`config.mk`:
```
export PLATFORM = sky130hd
export DESIGN_NAME = pred_result_wctl
export DESIGN_NICKNAME = d
export VERILOG_FILES = /design/src/rtl/pred_result_wctl.sv
export SDC_FILE = /design/constraint.sdc
export NUM_CORES = 1
export LEC_CHECK = 0
export BUFFER_PORTS_ARGS = -buffer_cell sky130_fd_sc_hd__buf_4
export CORE_ASPECT_RATIO = 1.2
export CORE_MARGIN = 3
export CORE_UTILIZATION = 35
export CTS_BUF_LIST = sky130_fd_sc_hd__clkbuf_8 sky130_fd_sc_hd__clkbuf_16
export DETAILED_ROUTE_END_ITERATION = 12
export GPL_TIMING_DRIVEN = 0
export PLACE_DENSITY = 0.72
export SLEW_MARGIN = 20
export SYNTH_ARGS = -nofsm -noshare
export SYNTH_HDL_FRONTEND = slang
export SYNTH_SLANG_ARGS = --single-unit
```
`constraint.sdc`:
```
create_clock -name clk -period 0.8 [get_ports clk]
set_clock_uncertainty 0.05 [all_clocks]
set_input_delay 0.08 -clock clk [delete_from_list [all_inputs] [get_ports clk]]
set_output_delay 0.08 -clock clk [all_outputs]
set_load 0.01 [all_outputs]
```
`src/rtl/pred_result_wctl.sv`:
```
module pred_result_wctl #(
  parameter int LANES = 8,
  localparam int VLW = $clog2(LANES + 1)
) (
  input  logic               clk,
  input  logic               rst_n,
  input  logic               in_valid,
  input  logic [VLW-1:0]     vl_i,
  input  logic [LANES-1:0]   pred_i,
  input  logic [4*LANES-1:0] cond_i,
  input  logic               inv_i,
  input  logic [1:0]         bsel_i,
  input  logic               rc_i,
  input  logic               rc1_i,
  input  logic               zz_i,
  output logic               out_valid_o,
  output logic [LANES-1:0]   wr_en_o,
  output logic [LANES-1:0]   zero_en_o,
  output logic [LANES-1:0]   cr_st_o
);

  logic [LANES-1:0] live, pass, wr_d, zero_d, st_d;
  logic             store_mode;

  assign store_mode = rc_i | rc1_i;

  for (genvar g = 0; g < LANES; g++) begin : g_lane
    localparam logic [VLW:0] IDX = (VLW + 1)'(g);
    logic [3:0] nib;
    assign nib     = cond_i[4*g +: 4];
    assign live[g] = in_valid & ({1'b0, vl_i} > IDX);
    assign pass[g] = nib[2'd3 - bsel_i] ^ inv_i;
  end

  assign wr_d   = live & pred_i & pass & {LANES{~rc1_i}};
  assign zero_d = live & {LANES{zz_i}} & (~pred_i | ~pass);
  assign st_d   = live & pred_i & {LANES{store_mode}};

  always_ff @(posedge clk or negedge rst_n) begin
    if (!rst_n) begin
      out_valid_o <= 1'b0;
      wr_en_o     <= '0;
      zero_en_o   <= '0;
      cr_st_o     <= '0;
    end else begin
      out_valid_o <= in_valid;
      wr_en_o     <= wr_d;
      zero_en_o   <= zero_d;
      cr_st_o     <= st_d;
    end
  end

endmodule

```
==> summary.md, run 1 <==
| Metric | Value |
|---|---|
| Startpoint types | input port |
| Worst Hold Depth | 2 |
| Max Transition Viols Final | 0 |
| CP delay by family, top | multiplexers |
| Max Cap Viol | 0 |
| Detail Placement HPWL | roughly 2600 um |
| Non-filler cells, final | approximately 210 |
| M2 GR Usage | 0.279 |
| WL per Instance | 14.6 um |
| Routed Antenna Nets | 0 |
| Clk slew on worst S/H paths | 0.08 ns |
| Final RePlAce weighted congestion | between 0.7 and 0.8 |
| Final min period | 1.02 ns |
| Post-synthesis sequential area ratio | 0.521 |
| Hold-fix buffers, CTS | 2 |
| Fin worst setup slack | -0.221 ns |
| Sw frac | 0.242 |
| EDFF count, synth | 0 |
| RSZ-0062 raised after global routing | true |
| Combinational share of power | 0.268 |
| Endpoint class of the critical path | flip-flop |
| Status | finished, violations left |
| Post-Syn Nets | 148 |
| Switch Pwr | 0.676 mW |
| Root Driver | clkbuf_8 |
| Mapped cell area | roughly 1200 um2 |
| CP max-delay cell | mux4_2 |
| Drt pass-1 iters | 4 |
| Leakage | 0.996 nW |
| Least-Margin Pin Slew | 0.517 ns |
| Cell accounting for the most synthesized area | dfrtp_1 |
| Starting DRT DRC Count | 27 |
| Avg Cell Area, Syn | roughly 13 um2 |
| Number of global-route vias before repair | 1,159 |
| List of most frequent post-synthesis cells | dfrtp_1 (25), nor2_1 (11), mux4_2 (7) |
| I/O Pins | 78 |
| Via count | ~1,100 |
| Antenna Cells | 0 |
| Synth cell types | 25 |
| Largest net degree at the start of global routing | 26 |
| Synthesized instance count | 95 |
| CTS max path bufs | 2 |
| Most frequent cell after synthesis | dfrtp_1 |
| Hold Vio Cnt, Final | 2 |
| Global route hottest layer | met2 |
| Async SR Flop Fraction | 1.00 |
| CTS tree | yes |
| Stages on the worst setup path | 4 |
| VDD IR max | ~1.1 mV |
| Number of port buffers | 72 |
| Worst relative slew slack | 0.655 |
| CP max FO | 8 |
| CP Class | in2reg |
| Core Region | about 3200 um2 |
| Failing checks | negative hold slack, negative setup slack |
| CTS buffer count | 3 |
| Final Cycle Share | 1.28 |
| Flop pwr share | 0.482 |
| Row count | 22 |
| Antenna violations before repair | 0 |
| Synthesized flop and latch total | 25 |
| Synth top area share | 0.521 |
| Ys flop type | dfrtp_1 |
| Final setup fails | 41 |
| H-tree levels | 1 |
| Power, Total | approximately 2.8 mW |
| Worst stage delay on the critical path | 0.52 ns |
| Ys Warns | 0 |
| Clock power frac | 0.250 |
| Fin nets | 230 |
| Vias per cell | about 5.2 |
| Residual DRC | 0 |
| Hold/Removal Path Class | in2reg |
| Die area | 4170 um2 |
| CP arrival | ~1.1 ns |
| Int Pwr | 2.11 mW |
| Gr usage total | 0.157 |
| Crit-path cells | buf_12 -> mux4_2 -> xnor2_2 -> o2111a_1 |
| Synth-to-Final Area Change | 69.8% |
| Layout cell share with drive strength beyond 1 | 0.568 |
| Placed cells | 203 |
| Post-route cell area | 2040 um2 |
| Die H | 70.1 um |
| Post-Place Cell Area | about 1800 um2 |
| WP buf/inv | 1 |
| Initial Util | 0.379 |
| Pwr dens | 1370 nW/um2 |
| Top cells by area, synth | dfrtp_1 (52%), mux4_2 (13%), o2111a_1 (4.7%) |
| Critical Path Start | bsel_i[0] |
| First-pass GRT wire length | 5040 um |
| Fmax achieved | 0.980 GHz |
| GR Util met3 | 0.0351 |
| Overflow after GRT | 0 |
| Hold slack | -0.0466 ns |
| Worst Hold Launch | pred_i[4] |
| Routed wire length | 3110 um |
| Global routing usage on met1 | 0.171 |
| Crit path required time | 0.90 ns |
| CTS Sinks | 25 |
| Die W | about 59 um |
## path summary, 6_finish.rpt
| check | end | slack (ns) |
|---|---|---|
| worst max-delay path | zero_en_o[1]$_DFF_PN0_ | -0.22 |
| worst min-delay path | zero_en_o[4]$_DFF_PN0_ | -0.05 |
| max in group asynchronous | cr_st_o[5]$_DFF_PN0_ | 0.24 |
| min in group asynchronous | zero_en_o[3]$_DFF_PN0_ | 0.22 |
## sequential cells by signal, summed over array words and instances, names as in the netlist
name	count
cr_st_o	8
zero_en_o	8
out_valid_o	1
wr_en_o	8
## placed cells by master, fill, tap and decap left out, types with 2 or more instances in the layout
master,n
nor3_1,5
clkbuf_8,3
inv_1,7
nor3b_2,2
xnor2_1,5
xor2_1,2
dfrtp_1,25
nor2_1,10
mux4_2,8
buf_6,26
buf_4,49
o2111a_1,5
nand3_1,4
clkbuf_1,2
dlygate4sd3_1,2
o211ai_1,3
## power groups by stage
stage | Sequential [mW] | Clock (mW) | Combinational, mW
4_1_cts | 1.35 | 0.714 | 0.730
3_3_place_gp | 1.36 | 0 | 0.658
3_5_place_dp | 1.36 | 0 | 0.675
2_1_floorplan | 1.39 | 0 | 0.288
6_report | 1.34 | 0.698 | 0.749
5_1_grt | 1.35 | 0.780 | 0.807
## cell families after synthesis
group / synth area share
AO/OA/AOI/OAI: 0.120
buffers and inverters: 0.0459
AND/OR/NAND/NOR: 0.101
flip-flops: 0.521
XOR/XNOR: 0.0584
multiplexers: 0.153
## metrics by stage
stage          utilization  TNS, ns  hold slack (ns)  setup slack [ns]
2_1_floorplan            -    -6.08           -0.266            -0.423
4_1_cts              0.634    -4.94          -0.0465            -0.218
3_3_place_gp         0.576    -7.87          -0.0648            -0.482
3_5_place_dp         0.576    -8.22          -0.0549            -0.497
6_report             0.643    -4.81          -0.0466            -0.221
5_1_grt              0.643    -6.23          -0.0630            -0.248
## per-layer routing
| metal | vias up | routed length (um) |
|---|---|---|
| li1 | 509 | - |
| met1 | 517 | 1080 |
| met2 | 61 | 1660 |
| met3 | 8 | 280 |
| met4 | 0 | 79 |
| met5 | - | 0 |
## area by class of cell
class	count	area, um2
clock buffer	3	41.3
fill	253	1130
timing repair buffer	77	681
sequential	25	626
multi-input combinational	58	556
tap	36	45.0
buffer	6	62.6
inverter	6	22.5
clock inverter	1	3.75
## what timing repair did
| action | in CTS | in global routing |
|---|---|---|
| cloned | 0 | 0 |
| buffers inserted | 2 | 1 |
| endpoints found under the setup margin | 42 | 42 |
| endpoints found under the hold margin | 28 | 2 |
| pin swaps | 6 | 5 |
| gates resized for setup | 27 | 4 |
Power figures use the tool's default switching activity.
==> run 2, diff against run 1 <==
- ABC_CLOCK_PERIOD_IN_PS: unset -> 800
- CORE_UTILIZATION: 35 -> 37
- PLACE_DENSITY: 0.72 -> 0.75
==> run 2 against run 1 <==
The flow still finishes with violations (negative hold slack, negative setup slack). Count of clock-buffer cells in the layout is the same. Fmax barely moved. Non-clock buffer count rose by 2. Final cell count up 0.94%. Utilization rose by 2.2 points. Final area grew 0.74%. Clock power is 2% higher. Sequential power barely moved. Critical path type unchanged. Critical endpoint is now zero_en_o[6]$_DFF_PN0_. Largest power group unchanged. Highest routed layer unchanged.
==> summary.md, run 2 (synthesis results as in run 1) <==
| Metric | Value |
|---|---|
| CTS Sinks | 25 |
| Clock power frac | 0.253 |
| Post-route cell area | around 2100 um2 |
| Hold slack | -0.0445 ns |
| Startpoint types | input port |
| Core Region | 3080 um2 |
| Vias per cell | slightly above 5 |
| H-tree levels | 1 |
| Final TNS setup | -4.94 ns |
| Endpoint class of the critical path | flip-flop |
| Max Transition Viols Final | 0 |
| Antenna violations before repair | 0 |
| Failing checks | negative hold slack, negative setup slack |
| CP arrival | about 1.1 ns |
| Initial Util | 0.389 |
| Power, Total | 2.81 mW |
| Switch Pwr | between 0.6 and 0.7 mW |
| Final setup fails | 41 |
| Via count | ~1,100 |
| Pwr dens | 1370 nW/um2 |
| Hold/Removal Path Class | in2reg |
| First-pass GRT wire length | 4980 um |
| Clk slew on worst S/H paths | ~0.080 ns |
| Int Pwr | 2.13 mW |
| CTS tree | yes |
| Placed cells | 203 |
| Overflow after GRT | 0 |
| Non-filler cells, final | between 200 and 250 |
| WL per Instance | 14.2 um |
| Final RePlAce weighted congestion | ~0.75 |
| CTS max path bufs | 2 |
| Least-Margin Pin Slew | around 0.53 ns |
| I/O Pins | approximately 80 |
| Root Driver | clkbuf_8 |
| Combinational share of power | 0.269 |
| Fin worst setup slack | -0.221 ns |
| Critical Path Start | bsel_i[0] |
| Biggest regs | cr_st_o: 8 flops, wr_en_o: 8 flops, zero_en_o: 8 flops |
| VDD IR max | 0.894 mV |
| Area of the multi-input gates | 551 um2 |
| Final Util | 0.666 |
| Routed Antenna Nets | 0 |
| Fmax achieved | between 0.9 and 1 GHz |
| Worst Setup EP | zero_en_o[6]$_DFF_PN0_ |
| Hold-fix buffers, CTS | 2 |
| Max Cap Viol | 0 |
| Residual DRC | 0 |
| Final Cycle Share | 1.28 |
| Row count | 22 |
| DP Worst Slack | -0.491 ns |
| CP max FO | 8 |
| Hold Vio Cnt, Final | 2 |
| Gr usage total | 0.163 |
| Worst relative slew slack | 0.646 |
| Detail Placement HPWL | 2510 um |
| Number of port buffers | 72 |
| Flop pwr share | 0.478 |
| Largest net degree at the start of global routing | 26 |
| Layout cell share with drive strength beyond 1 | 0.579 |
| Post-Place Cell Area | around 1800 um2 |
| Die area | just under 4000 um2 |
| Drt pass-1 iters | 4 |
| Antenna Cells | 0 |
| Sw frac | 0.243 |
| RSZ-0062 raised after global routing | true |
| Number of global-route vias before repair | about 1,200 |
| Final min period | 1.02 ns |
| CP Class | in2reg |
| Routed wire length | 3040 um |
| Status | finished, violations left |
| Die H | 68.4 um |
| CTS buffer count | 3 |
| Leakage | between 1 and 1.5 nW |
| Synth-to-Final Area Change | 71.0% |
| Fin nets | 232 |
| Commonest non-fill, non-tap cells in the layout | buf_4 (51), buf_6 (26), dfrtp_1 (25) |
| Starting DRT DRC Count | 38 |
| Die W | 58.0 um |
| Crit path required time | ~0.90 ns |
| Fillers | 229 |
| Sequential cell area | 626 um2 |
| Commonest non-fill, non-tap cell in the layout | buf_4 |
run 2: cell count changes in the layout (fill, tap and decap cells not counted):
cell	change
a211oi_1	+1
clkbuf_2	+1
clkbuf_1	-1
buf_4	+2
clkinvlp_4	+1
inv_1	-1
a211oi_2	-1
run 2: worst max-delay path: stages:
cell and delay (ns):
buf_12 0.11, mux4_2 0.50, xnor2_1 0.17, o2111a_1 0.25
run 2: timing repair:
action	in CTS	in global routing
endpoints found under the hold margin	28	2
pin swaps	5	4
setup buffers	1	4
gates resized for setup	26	6
endpoints found under the setup margin	42	47
run 2: per-layer routing:
layer,vias up,track usage,part of all wire
li1,515,-,-
met1,497,0.173,0.33
met2,67,0.329,0.56
met3,2,0.0189,0.10
met4,0,0.0522,0.0089
met5,-,0,0
run 2: cell type report:
cell class | count | share of cell area
inverters | 6 | 0.0110
plain buffers | 6 | 0.0311
clock inverters | 1 | 0.00366
well taps | 36 | 0.0220
clock buffers | 3 | 0.0201
flip-flops and latches | 25 | 0.305
multi-input cells | 58 | 0.268
repair buffers | 79 | 0.339
run 2: power groups by stage:
stage / sequential [mW] / combinational (mW) / clock [mW]
global placement: 1.36 / 0.656 / 0
CTS: 1.34 / 0.722 / 0.726
global route: 1.35 / 0.819 / 0.783
finish: 1.34 / 0.755 / 0.713
floorplan: 1.39 / 0.288 / 0
detailed placement: 1.36 / 0.676 / 0
run 2: how the worst min path moves through the flow:
stage | start | to | slack [ns] | depth (start not counted)
finish | pred_i[4] | zero_en_o[4]$_DFF_PN0_ | -0.04 | 2
global route | pred_i[4] | zero_en_o[4]$_DFF_PN0_ | -0.05 | 2
CTS | pred_i[4] | zero_en_o[4]$_DFF_PN0_ | -0.05 | 2
detailed placement | rst_n | wr_en_o[4]$_DFF_PN0_ | -0.06 | 1
global placement | rst_n | zero_en_o[3]$_DFF_PN0_ | -0.06 | 1
floorplan | rst_n | cr_st_o[0]$_DFF_PN0_ | -0.27 | 0
==> run 3, diff against run 2 <==
--- a/config.mk
+++ b/config.mk
@@ -11,3 +11,3 @@
 export CORE_MARGIN = 3
-export CORE_UTILIZATION = 37
+export CORE_UTILIZATION = 34
 export CTS_BUF_LIST = sky130_fd_sc_hd__clkbuf_8 sky130_fd_sc_hd__clkbuf_16
@@ -15,3 +15,3 @@
 export GPL_TIMING_DRIVEN = 0
-export PLACE_DENSITY = 0.75
+export PLACE_DENSITY = 0.7
 export SLEW_MARGIN = 20
==> constraint.sdc (replaced) <==
create_clock -name clk -period 0.8 [get_ports clk]
set_clock_uncertainty 0.05 [all_clocks]
set_input_delay 0.16 -clock clk [delete_from_list [all_inputs] [get_ports clk]]
set_output_delay 0.16 -clock clk [all_outputs]
set_load 0.01 [all_outputs]
==> run 3 against run 2 <==
The flow finishes with violations (negative setup slack). Global-route usage is 0.11 points lower. Utilization is 5.7 points lower. Count of clock-buffer cells in the layout stayed put. Final cell count is 0.93% lower. Wire length is 3.1% higher.
==> summary.md, run 3 (synthesis results as in run 1) <==
| Metric | Value |
|---|---|
| Die H | between 70 and 80 um |
| Worst stage delay on the critical path | ~0.50 ns |
| VDD IR max | 0.860 mV |
| Startpoint types | input port |
| Status | finished, violations left |
| Failing checks | negative setup slack |
| Max Cap Viol | 0 |
| Die W | 60.2 um |
| Fmax achieved | 0.922 GHz |
| Final Cycle Share | 1.36 |
| Core Region | approximately 3400 um2 |
| GR Util met3 | 0.0274 |
| First-pass GRT wire length | 5290 um |
| Final Util | 0.609 |
| Final setup fails | 43 |
| Synth-to-Final Area Change | 70.8% |
| CP max-delay cell | mux4_2 |
| CP arrival | 1.18 ns |
| Fin worst setup slack | -0.285 ns |
| CTS max path bufs | 2 |
| Commonest non-fill, non-tap cells in the layout | buf_4 (47), buf_6 (26), dfrtp_1 (25) |
| CP Class | in2reg |
| Global routing usage on met1 | 0.188 |
| Overflow after GRT | 0 |
| Pwr dens | 1360 nW/um2 |
| H-tree levels | 1 |
| Leakage | roughly 1.0 nW |
| Antenna violations before repair | 0 |
| RSZ-0062 raised after global routing | true |
| Fin nets | 229 |
| Least-Margin Pin Slew | 0.560 ns |
| Hold Vio Cnt, Final | 0 |
| Vias per cell | 5.01 |
| Gr usage total | 0.162 |
| Drt pass-1 iters | 4 |
| CTS tree | yes |
| Global route hottest layer | met2 |
| CP max FO | 8 |
| Starting DRT DRC Count | 17 |
| Die area | roughly 4300 um2 |
| Root Driver | clkbuf_8 |
| Commonest non-fill, non-tap cell in the layout | buf_4 |
| Residual DRC | 0 |
| Layout cell share with drive strength beyond 1 | 0.571 |
| CTS Sinks | 25 |
| CP delay by family, top | multiplexers |
| Final min period | 1.09 ns |
| Final TNS setup | -8.14 ns |
| Crit path required time | 0.90 ns |
| Final RePlAce weighted congestion | approximately 0.8 |
| Max Transition Viols Final | 0 |
| Crit-path cells | buf_12 -> mux4_2 -> xnor2_1 -> o2111a_1 |
| CTS buffer count | 3 |
| Endpoint class of the critical path | flip-flop |
| Via count | 1,062 |
| Worst relative slew slack | 0.627 |
| Number of global-route vias before repair | between 1,000 and 1,500 |
| Routed wire length | 3130 um |
| Row count | 23 |
| Clk slew on worst S/H paths | ~0.08 ns |
| Antenna Cells | 0 |
| Biggest regs | cr_st_o: 8 flops, wr_en_o: 8 flops, zero_en_o: 8 flops |
| I/O Pins | 78 |
| WL per Instance | 14.8 um |
| Hold/Removal Path Class | in2reg |
| M2 GR Usage | 0.296 |
| WP buf/inv | 1 |
| Routed Antenna Nets | 0 |
| Number of port buffers | 72 |
| Initial Util | 0.356 |
| Detail Placement HPWL | approximately 2600 um |
| Largest net degree at the start of global routing | 26 |
[run 3: cell types whose count changed in the layout (fill, tap and decap cells not counted), sizes merged]
| cell | previous run | this run |
|---|---|---|
| buf | 79 | 76 |
| inv | 6 | 7 |
| clkinvlp | 1 | 0 |
[run 3: metrics by stage]
step	cells	power [mW]	worst slack (ns)	area (um2)	hold WS, ns
2_1_floorplan	95	1.68	-0.503	1250	-0.186
3_3_place_gp	204	2.02	-0.560	1840	0.0139
3_5_place_dp	204	2.04	-0.567	1840	0.0226
4_1_cts	211	2.78	-0.295	2020	0.00176
5_1_grt	212	2.93	-0.334	2050	0.0302
6_report	212	2.79	-0.285	2050	0.0366
[run 3: timing repair]
action,4_1_cts,5_1_grt
endpoints found under the setup margin,43,43
hold buffers,1,1
buffers inserted,2,0
endpoints found under the hold margin,25,1
gates resized for setup,29,5
pin swaps,5,4
[run 3: layer usage]
layer / part of all wire / up-vias / routed length (um)
met5: 0 / - / 0
met3: 0.086 / 0 / 269
met4: 0 / 0 / 0
met1: 0.33 / 503 / 1040
li1: - / 505 / -
met2: 0.58 / 54 / 1820
[run 3: final cells by class]
cell class | count | area [um2]
clock buffer | 3 | 41.3
timing repair buffer | 76 | 681
tap | 37 | 46.3
sequential | 25 | 626
multi-input combinational | 58 | 566
inverter | 6 | 22.5
buffer | 6 | 63.8
clock inverter | 1 | 3.75
fill | 280 | 1320
[run 3: worst paths after layout]
check | from | end | depth (start not counted)
max in group asynchronous | rst_n | cr_st_o[1]$_DFF_PN0_ | 2
min | pred_i[4] | zero_en_o[4]$_DFF_PN0_ | 2
max | bsel_i[0] | zero_en_o[1]$_DFF_PN0_ | 4
min in group asynchronous | rst_n | cr_st_o[6]$_DFF_PN0_ | 2
[run 3: where the power goes]
| part | internal (mW) | total [mW] | switching [mW] |
|---|---|---|---|
| clock network | 0.342 | 0.698 | 0.356 |
| logic | 0.448 | 0.744 | 0.295 |
| registers | 1.32 | 1.34 | 0.0267 |
